$ cat src/rtl/cf_host_pkg.sv
package cf_host_pkg;
  typedef enum logic [1:0] {
    SP_COMMON = 2'b00,
    SP_ATTR   = 2'b01,
    SP_IO     = 2'b10,
    SP_BAD    = 2'b11
  } cf_space_e;

  typedef enum logic [1:0] {
    PH_IDLE,
    PH_SETUP,
    PH_ACTIVE,
    PH_HOLD
  } cf_phase_e;
endpackage

$ cat src/rtl/cf_sync.sv
module cf_sync #(
  parameter int          W       = 1,
  parameter int          STAGES  = 2,
  parameter logic [W-1:0] RST_VAL = '0
) (
  input  logic         clk,
  input  logic         rst_n,
  input  logic [W-1:0] d,
  output logic [W-1:0] q
);
  logic [W-1:0] stg [STAGES];

  always_ff @(posedge clk or negedge rst_n) begin
    if (!rst_n) stg[0] <= RST_VAL;
    else        stg[0] <= d;
  end

  for (genvar i = 1; i < STAGES; i++) begin : g_stage
    always_ff @(posedge clk or negedge rst_n) begin
      if (!rst_n) stg[i] <= RST_VAL;
      else        stg[i] <= stg[i-1];
    end
  end

  assign q = stg[STAGES-1];
endmodule

$ cat src/rtl/cf_lane_map.sv
module cf_lane_map #(
  parameter int AW = 11,
  parameter int DW = 16
) (
  input  logic [AW-1:0] addr,
  input  logic [1:0]    be,
  input  logic [DW-1:0] wdata,
  input  logic [DW-1:0] card_din,
  output logic [AW-1:0] pin_addr,
  output logic [1:0]    pin_ce_n,
  output logic [DW-1:0] pin_wdata,
  output logic [DW-1:0] host_rdata
);
  localparam int HB = DW / 2;

  logic word, odd;
  assign word = (be == 2'b11);
  assign odd  = (be == 2'b10);

  always_comb begin
    pin_addr    = addr;
    pin_addr[0] = word ? 1'b0 : odd;
    pin_ce_n    = word ? 2'b00 : 2'b10;
    if (word) begin
      pin_wdata  = wdata;
      host_rdata = card_din;
    end else begin
      pin_wdata  = '0;
      host_rdata = '0;
      pin_wdata[HB-1:0] = odd ? wdata[DW-1:HB] : wdata[HB-1:0];
      if (odd) host_rdata[DW-1:HB] = card_din[HB-1:0];
      else     host_rdata[HB-1:0]  = card_din[HB-1:0];
    end
  end
endmodule

$ cat src/rtl/cf_cycle_seq.sv
module cf_cycle_seq
  import cf_host_pkg::*;
#(
  parameter int AW = 11,
  parameter int DW = 16,
  parameter int TW = 4
) (
  input  logic          clk,
  input  logic          rst_n,
  input  logic          req_valid,
  input  logic          req_write,
  input  logic [1:0]    req_space,
  input  logic [AW-1:0] req_addr,
  input  logic [1:0]    req_be,
  input  logic [DW-1:0] req_wdata,
  input  logic          reject,
  input  logic [TW-1:0] t_setup,
  input  logic [TW-1:0] t_active,
  input  logic [TW-1:0] t_hold,
  input  logic          wait_ok,
  input  logic [DW-1:0] rd_mapped,
  output cf_phase_e     phase,
  output logic          lat_write,
  output logic [1:0]    lat_space,
  output logic [AW-1:0] lat_addr,
  output logic [1:0]    lat_be,
  output logic [DW-1:0] lat_wdata,
  output logic          oe_n,
  output logic          we_n,
  output logic          iord_n,
  output logic          iowr_n,
  output logic          done,
  output logic          err,
  output logic [DW-1:0] rdata
);
  cf_phase_e     ph_nxt;
  logic [TW-1:0] cnt, cnt_nxt;
  logic          take, cap, done_nxt, err_nxt;
  logic          act_nxt, io_l;

  always_comb begin
    ph_nxt   = phase;
    cnt_nxt  = cnt;
    take     = 1'b0;
    cap      = 1'b0;
    done_nxt = 1'b0;
    err_nxt  = 1'b0;
    unique case (phase)
      PH_IDLE: if (req_valid) begin
        if (reject) begin
          done_nxt = 1'b1;
          err_nxt  = 1'b1;
        end else begin
          take    = 1'b1;
          ph_nxt  = PH_SETUP;
          cnt_nxt = t_setup;
        end
      end
      PH_SETUP: if (cnt == '0) begin
        ph_nxt  = PH_ACTIVE;
        cnt_nxt = t_active;
      end else cnt_nxt = cnt - 1'b1;
      PH_ACTIVE: if (cnt != '0) cnt_nxt = cnt - 1'b1;
      else if (wait_ok) begin
        ph_nxt  = PH_HOLD;
        cnt_nxt = t_hold;
        cap     = 1'b1;
      end
      PH_HOLD: if (cnt == '0) begin
        ph_nxt   = PH_IDLE;
        done_nxt = 1'b1;
      end else cnt_nxt = cnt - 1'b1;
      default: ph_nxt = PH_IDLE;
    endcase
  end

  assign act_nxt = (ph_nxt == PH_ACTIVE);
  assign io_l    = (lat_space == SP_IO);

  always_ff @(posedge clk or negedge rst_n) begin
    if (!rst_n) begin
      phase  <= PH_IDLE;
      cnt    <= '0;
      done   <= 1'b0;
      err    <= 1'b0;
      oe_n   <= 1'b1;
      we_n   <= 1'b1;
      iord_n <= 1'b1;
      iowr_n <= 1'b1;
    end else begin
      phase  <= ph_nxt;
      cnt    <= cnt_nxt;
      done   <= done_nxt;
      err    <= err_nxt;
      oe_n   <= ~(act_nxt & ~io_l & ~lat_write);
      we_n   <= ~(act_nxt & ~io_l &  lat_write);
      iord_n <= ~(act_nxt &  io_l & ~lat_write);
      iowr_n <= ~(act_nxt &  io_l &  lat_write);
    end
  end

  always_ff @(posedge clk or negedge rst_n) begin
    if (!rst_n) begin
      lat_write <= 1'b0;
      lat_space <= SP_COMMON;
      lat_addr  <= '0;
      lat_be    <= 2'b11;
      lat_wdata <= '0;
    end else if (take) begin
      lat_write <= req_write;
      lat_space <= req_space;
      lat_addr  <= req_addr;
      lat_be    <= req_be;
      lat_wdata <= req_wdata;
    end
  end

  always_ff @(posedge clk or negedge rst_n) begin
    if (!rst_n)   rdata <= '0;
    else if (cap) rdata <= lat_write ? '0 : rd_mapped;
  end
endmodule

$ cat src/rtl/cf_host_ctrl.sv
module cf_host_ctrl
  import cf_host_pkg::*;
#(
  parameter int AW    = 11,
  parameter int DW    = 16,
  parameter int TW    = 4,
  parameter int SYNCS = 2
) (
  input  logic          clk,
  input  logic          rst_n,
  input  logic          req_valid,
  input  logic          req_write,
  input  logic [1:0]    req_space,
  input  logic [AW-1:0] req_addr,
  input  logic [1:0]    req_be,
  input  logic [DW-1:0] req_wdata,
  input  logic [TW-1:0] t_setup,
  input  logic [TW-1:0] t_active,
  input  logic [TW-1:0] t_hold,
  input  logic          io_mode,
  input  logic          reset_card,
  output logic          req_ready,
  output logic          rsp_done,
  output logic          rsp_err,
  output logic [DW-1:0] rsp_rdata,
  output logic          card_present,
  output logic          card_ready,
  output logic          card_irq,
  output logic [AW-1:0] cf_addr,
  output logic [DW-1:0] cf_data_out,
  output logic          cf_data_oe,
  input  logic [DW-1:0] cf_data_in,
  output logic [1:0]    cf_ce_n,
  output logic          cf_reg_n,
  output logic          cf_oe_n,
  output logic          cf_we_n,
  output logic          cf_iord_n,
  output logic          cf_iowr_n,
  input  logic          cf_wait_n,
  input  logic [1:0]    cf_cd_n,
  input  logic          cf_vs_n,
  input  logic          cf_rdy_irq,
  output logic          cf_pwr_en_n,
  output logic          cf_reset
);
  logic          wait_ok, vs_s, rdy_s;
  logic [1:0]    cd_s;
  logic          reject, busy;
  cf_phase_e     phase;
  logic          lat_write;
  logic [1:0]    lat_space, lat_be;
  logic [AW-1:0] lat_addr, map_addr;
  logic [DW-1:0] lat_wdata, map_wdata, rd_mapped;
  logic [1:0]    map_ce_n;

  cf_sync #(.W(1), .STAGES(SYNCS), .RST_VAL(1'b1)) u_sync_wait (
    .clk(clk), .rst_n(rst_n), .d(cf_wait_n), .q(wait_ok));
  cf_sync #(.W(2), .STAGES(SYNCS), .RST_VAL(2'b11)) u_sync_cd (
    .clk(clk), .rst_n(rst_n), .d(cf_cd_n), .q(cd_s));
  cf_sync #(.W(1), .STAGES(SYNCS), .RST_VAL(1'b1)) u_sync_vs (
    .clk(clk), .rst_n(rst_n), .d(cf_vs_n), .q(vs_s));
  cf_sync #(.W(1), .STAGES(SYNCS), .RST_VAL(1'b0)) u_sync_rdy (
    .clk(clk), .rst_n(rst_n), .d(cf_rdy_irq), .q(rdy_s));

  always_ff @(posedge clk or negedge rst_n) begin
    if (!rst_n) begin
      cf_pwr_en_n <= 1'b1;
      cf_reset    <= 1'b0;
    end else begin
      cf_pwr_en_n <= vs_s;
      cf_reset    <= reset_card;
    end
  end

  assign card_present = ~|cd_s;
  assign card_ready   = ~io_mode & rdy_s;
  assign card_irq     =  io_mode & ~rdy_s;

  assign reject = ~card_present | cf_reset | (req_be == 2'b00) |
                  (req_space == SP_BAD);

  cf_cycle_seq #(.AW(AW), .DW(DW), .TW(TW)) u_seq (
    .clk(clk), .rst_n(rst_n),
    .req_valid(req_valid), .req_write(req_write), .req_space(req_space),
    .req_addr(req_addr), .req_be(req_be), .req_wdata(req_wdata),
    .reject(reject), .t_setup(t_setup), .t_active(t_active), .t_hold(t_hold),
    .wait_ok(wait_ok), .rd_mapped(rd_mapped),
    .phase(phase), .lat_write(lat_write), .lat_space(lat_space),
    .lat_addr(lat_addr), .lat_be(lat_be), .lat_wdata(lat_wdata),
    .oe_n(cf_oe_n), .we_n(cf_we_n), .iord_n(cf_iord_n), .iowr_n(cf_iowr_n),
    .done(rsp_done), .err(rsp_err), .rdata(rsp_rdata));

  cf_lane_map #(.AW(AW), .DW(DW)) u_lane (
    .addr(lat_addr), .be(lat_be), .wdata(lat_wdata), .card_din(cf_data_in),
    .pin_addr(map_addr), .pin_ce_n(map_ce_n), .pin_wdata(map_wdata),
    .host_rdata(rd_mapped));

  assign busy        = (phase != PH_IDLE);
  assign req_ready   = ~busy;
  assign cf_addr     = busy ? map_addr : '0;
  assign cf_ce_n     = busy ? map_ce_n : 2'b11;
  assign cf_reg_n    = busy ? (lat_space == SP_COMMON) : 1'b1;
  assign cf_data_oe  = busy & lat_write;
  assign cf_data_out = cf_data_oe ? map_wdata : '0;
endmodule

$ cat config.mk
export PLATFORM = sky130hd
export DESIGN_NAME = cf_host_ctrl
export DESIGN_NICKNAME = d
export VERILOG_FILES = /design/src/rtl/cf_host_pkg.sv /design/src/rtl/cf_sync.sv /design/src/rtl/cf_lane_map.sv /design/src/rtl/cf_cycle_seq.sv /design/src/rtl/cf_host_ctrl.sv
export SDC_FILE = /design/constraint.sdc
export NUM_CORES = 1
export LEC_CHECK = 0
export CORE_MARGIN = 4
export CORE_UTILIZATION = 47
export CTS_CLUSTER_SIZE = 24
export DETAILED_ROUTE_END_ITERATION = 8
export PLACE_DENSITY = 0.95
export SYNTH_ARGS = -nofsm -noshare
export SYNTH_HDL_FRONTEND = slang
export SYNTH_SLANG_ARGS = --single-unit
$ cat constraint.sdc
create_clock -name clk -period 5.1 [get_ports clk]
set_input_delay 1.53 -clock clk [delete_from_list [all_inputs] [get_ports clk]]
set_output_delay 1.53 -clock clk [all_outputs]
set_load 0.02 [all_outputs]
== Word-level counts from Yosys, hierarchy flattened ==
Cells that the tools add are included.
Operators by class
  add/subtract/negate cells: 1
  eq/ne operators: 12
  multiplexer cells: 37
  bitwise logic cells: 21
  reduce and logical (&&, ||, !) cells: 9
Operators by type and width (count)
  16-bit two-way mux: 4
  4-bit two-way mux: 6
  8-bit two-way mux: 3
  2-bit two-way mux: 8
  4-bit case mux with 4 select lines: 1
  2-bit == test, second input constant: 7
  1-bit two-way mux: 12
  11-bit two-way mux: 1
  1-bit AND: 9
  1-bit inverter: 9
  2-bit case mux with 4 select lines: 1
  2-bit zero test: 3
  2-bit inequality test, second input constant: 3
  4-bit zero test: 1
  4-bit AND reduction: 1
  4-bit nonzero test: 1
  4-bit by 1-bit subtractor with 4-bit output, second input constant: 1
  3-bit by 2-bit inequality test with 1-bit output, second input constant: 1
  1-bit OR: 3
  2-bit by 1-bit == test with 1-bit output, second input constant: 1
  1-bit case mux with 2 select lines: 1
  2-bit nonzero test: 1
  2-bit OR reduction: 1
  1-bit zero test: 1
Word-level totals
  register bits: 72
  output and inout bits: 59
  word-level logic and storage cells: 104

== Depth between registers and ports, before layout ==
  depth after elaboration: 11
  gate-level depth with buffers: 8
  mapped depth without buffers: 6

== Modules after synthesis ==
From an unflattened synthesis, not the netlist that was laid out.
Unflattened totals
  cells, all modules: 338
  area, all modules: 3706.1 µm²
Modules (own cells, without submodules)
  cf_cycle_seq: times used 1, cells an instance 221, area each 2628.8 µm², seq. area each 1508.9 µm²
  cf_lane_map: times used 1, cells an instance 60, area each 474.2 µm², seq. area each 0.0 µm²
  cf_host_ctrl: times used 1, cells an instance 45, area each 327.8 µm², seq. area each 51.3 µm²
  cf_sync at u_sync_cd: times used 1, cells an instance 6, area each 120.1 µm², seq. area each 105.1 µm²
  cf_sync at u_sync_vs ...: times used 2, cells an instance 2, area each 52.6 µm², seq. area each 52.6 µm²
  cf_sync at u_sync_rdy: times used 1, cells an instance 2, area each 50.0 µm², seq. area each 50.0 µm²

== Worst setup path after synthesis ==
No wires, ideal clock.
  path type: input -> output
  start: input port io_mode
  end: output port card_irq
  arrival time: 1.857 ns
  required time: 3.570 ns
  path slack: 1.713 ns
  stages on the path: 1
  cell sequence: nor2b_1
Between the ends
  word-level cells in the longest chain between the ends: 1
RTL lines
  start: declaration: RTL line cf_host_ctrl.sv:20  | input logic io_mode,
  1-bit AND: RTL line cf_host_ctrl.sv:77  | assign card_irq = io_mode & ~rdy_s;
  end: declaration: RTL line cf_host_ctrl.sv:28  | output logic card_irq,
No other way between the ends.

== Worst setup path after layout ==
Same ends and word-level chain as after synthesis.

==> results.py <==
metrics = {
    "status": {
        "status": "complete, no violations",
    },
    "min_path": {
        "hold_path.class": "reg2reg",
    },
    "detailed_routing": {
        "met2_wirelength_mm": 4.38,
        "wl_met3_um": 573,
        "wl_met1_mm": 3.26,
        "top_layer": "met4",
        "wl_per_cell_um": 17.5,
        "first_pass_iters": 4,
        "drtAntennaViolNets": 0,
        "vias_per_cell": 5.38,
        "vias": 2584,
        "routed_wl_mm": 8.41,
        "drc": 0,
        "drt_iter0_drc": 84,
    },
    "critical_path": {
        "slowest_delay_ns": 0.62,
        "crit_chain": "clkdlybuf4s50_1 -> nor2b_1 -> clkdlybuf4s50_1",
        "cp_max_fo": 2,
        "cp_top_family": "buffers and inverters",
        "path_buf_inv": 2,
        "crit_slowest_cell": "clkdlybuf4s50_1",
        "cpMostUsedCell": "clkdlybuf4s50_1",
        "worstSetupStartpointType": "primary input",
        "crit_type": "in2out",
        "critPathRequiredTime_ns": 3.57,
        "cp.arrival_ns": 2.78,
        "end_kind": "primary output",
    },
    "floorplanning": {
        "rows": 29,
        "io_pins": 129,
        "fp.dieW_um": 90.9,
        "design.core.area_sq_um": 6490,
        "fp.dieH_um": 90.9,
        "die_area_sq_um": 8260,
        "initial_core_util_pct": 49.7,
    },
    "synthesis": {
        "synth_seq_cells": 71,
        "syn_inst": 270,
        "synth.distinct_cells": 44,
        "synth_nets": 346,
        "ys_seq_area_share_pct": 55.6,
        "synth_ff_type": "dfrtp_1",
        "syn_area_sq_um": 3230,
        "synthArstFlopShare_pct": 100,
        "avgSynthCellArea_sq_um": 12.0,
        "synth-edff-count": 0,
        "synth.yosys.warnings": 0,
    },
    "sta": {
        "rsz0062_at_grt": "no",
        "skew_ns": 0.0122,
        "setup_viol": 0,
        "fin_crit_ns": 4.31,
        "slew-limit-headroom_pct": 30.2,
        "period_share_pct": 84.5,
        "fmax_mhz": 232,
        "tns_ns": 0,
        "max_slew.worst_pin.slew_ns": 1.05,
        "drv_slew": 0,
        "hold_viol_final": 0,
    },
    "global_route": {
        "grt_pass1_vias": 2807,
        "overflow": 0,
        "grtUsageTotal_pct": 20.9,
        "grt_pass1_wl_mm": 13.5,
        "grt_max_degree": 50,
        "antenna_found_initial": 0,
    },
    "final_layout": {
        "nets": 474,
        "register_area_sq_um": 1800,
        "fill_cells": 460,
        "design_area_sq_um": 4750,
        "area_growth_syn_to_layout_pct": 47.3,
        "layout-drive-gt1-share_pct": 17.6,
        "diodes": 0,
        "multiInputGateArea_sq_um": 1350,
    },
    "power": {
        "power_frac_seq_pct": 37.2,
        "switching_share_pct": 36.8,
        "p_clk_share_pct": 17.2,
        "p_switching_uw": 935,
        "p_leak_uw": 0.00199,
        "peakVddDrop_mv": 0.309,
        "power_density_nw_per_um2": 535,
        "p_comb_share_pct": 45.5,
        "intPower_uw": 1610,
    },
    "placement": {
        "dpl-instance-area_sq_um": 4560,
        "hpwl_mm": 6.30,
        "gp_congestion": 0.859,
        "portBuffers": 127,
    },
    "clock_network": {
        "tritoncts": "done",
        "clkTransAtPathRegs_ns": 0.07,
        "cts.sink_count": 71,
        "htree_levels": 3,
        "post_cts_resized": 0,
        "holdBufCountCts": 0,
        "root_buffer": "clkbuf_8",
        "clock_latency_ns": 0.34,
        "clk_path_buf_depth": 2,
        "post-cts-setup-buffers": 0,
        "cts_buffers": 9,
    },
    "run": {
        "drv_cap": 0,
    },
}
routing by layer:
layer | global-route usage, % | vias up
met2 | 36.9 | 96
li1 | - | 1215
met5 | 0 | -
met1 | 22.9 | 1256
met4 | 11.2 | 0
met3 | 5.25 | 17
per-stage QoR:
step	utilization [%]	setup slack (ns)	hold slack, ns	total power (uW)	instances
after detailed placement	70.2	0.767	0.347	2110	464
after global routing	73.2	0.717	0.362	2690	480
after CTS	73.2	0.772	0.357	2560	480
after global placement	70.2	0.840	0.333	2050	464
after floorplan	-	1.71	0.331	1620	270
final	73.2	0.789	0.356	2540	480
layout by cell type, fill, tap and decap left out, types with 2 or more instances in the layout:
cell type | Yosys | layout
clkbuf_8 | 0 | 10
nor2_1 | 7 | 7
buf_4 | 1 | 3
nand2_1 | 26 | 26
mux2_1 | 3 | 3
o21ai_0 | 13 | 13
clkdlybuf4s50_1 | 0 | 126
a21oi_1 | 8 | 8
a32o_1 | 2 | 2
clkinv_2 | 0 | 2
nor3_2 | 3 | 2
nor2b_1 | 15 | 15
and3_1 | 2 | 2
dfrtp_1 | 56 | 56
mux2i_1 | 8 | 8
ha_1 | 6 | 6
dfstp_2 | 15 | 15
nand3_1 | 4 | 4
a22o_1 | 9 | 9
o22ai_1 | 2 | 2
o211ai_1 | 2 | 2
o221ai_1 | 2 | 2
inv_1 | 8 | 8
clkbuf_1 | 5 | 2
a22oi_1 | 4 | 4
mux2_2 | 28 | 28
and2_1 | 9 | 9
nand2b_1 | 7 | 7
o221a_2 | 2 | 2
layout make-up:
| type | count | share of cell area, % |
|---|---|---|
| multi-input combinational | 178 | 28.4 |
| tap | 77 | 2.03 |
| inverter | 8 | 0.632 |
| clock buffer | 12 | 3.05 |
| sequential | 71 | 37.8 |
| timing repair buffer | 130 | 27.1 |
| clock inverter | 4 | 1.00 |
synthesized netlist by cell type (5+ instances only):
cell type | instances | area (sq um)
mux2i_1 | 8 | 80.1
buf_2 | 5 | 25.0
clkbuf_1 | 5 | 18.8
nand2_1 | 26 | 97.6
dfstp_2 | 15 | 394
mux2_2 | 28 | 315
dfrtp_1 | 56 | 1400
a22o_1 | 9 | 78.8
o21ai_0 | 13 | 65.1
inv_1 | 8 | 30.0
and2_1 | 9 | 56.3
nand2b_1 | 7 | 43.8
nor2_1 | 7 | 26.3
ha_1 | 6 | 75.1
nor2b_1 | 15 | 93.8
a21oi_1 | 8 | 40.0
power groups by stage:
stage               Clock [uW]  Combinational (uW)  Sequential, uW
CTS                        449                1170             947
finish                     437                1160             946
floorplan                    0                 637             987
detailed placement           0                1160             956
global placement             0                1110             938
global route               474                1240             976
state kept, by name, summed over array words and instances (netlist names):
register,count
cf_pwr_en_n,1
cf_reset,1
u_seq.cnt,4
u_seq.done,1
u_seq.err,1
u_seq.iord_n,1
u_seq.iowr_n,1
u_seq.lat_addr,10
u_seq.lat_be,2
u_seq.lat_space,2
u_seq.lat_wdata,16
u_seq.lat_write,1
u_seq.oe_n,1
u_seq.phase,2
u_seq.rdata,16
u_seq.we_n,1
u_sync_cd.q,2
u_sync_cd.stg,2
u_sync_rdy.q,1
u_sync_rdy.stg,1
u_sync_vs.q,1
u_sync_vs.stg,1
u_sync_wait.q,1
u_sync_wait.stg,1
cell families (layout without fill, tap and decap cells):
| logic type | count (synthesis) | after routing | synth area share [%] |
|---|---|---|---|
| AND/OR/NAND/NOR | 81 | 81 | 13.8 |
| flip-flops | 71 | 71 | 55.6 |
| AO/OA/AOI/OAI | 52 | 52 | 12.2 |
| multiplexers | 39 | 39 | 13.3 |
| buffers and inverters | 21 | 154 | 2.75 |
| adder cells (fa/ha/maj) | 6 | 6 | 2.33 |
final timing paths:
kind                             startpoint                end  slack, ns  cells past startpoint
max                                 io_mode           card_irq       0.79                      3
max reg2reg                  u_seq.phase[0]     u_seq.rdata[7]       2.57                      5
min                        u_sync_cd.stg[3]     u_sync_cd.q[1]       0.36                      0
min in group asynchronous             rst_n  u_sync_rdy.stg[1]       1.37                      1
max in group asynchronous             rst_n     u_sync_cd.q[1]       2.79                      2
min reg2reg                u_sync_cd.stg[3]     u_sync_cd.q[1]       0.36                      0
No activity file was read; power rests on OpenSTA's default activity.
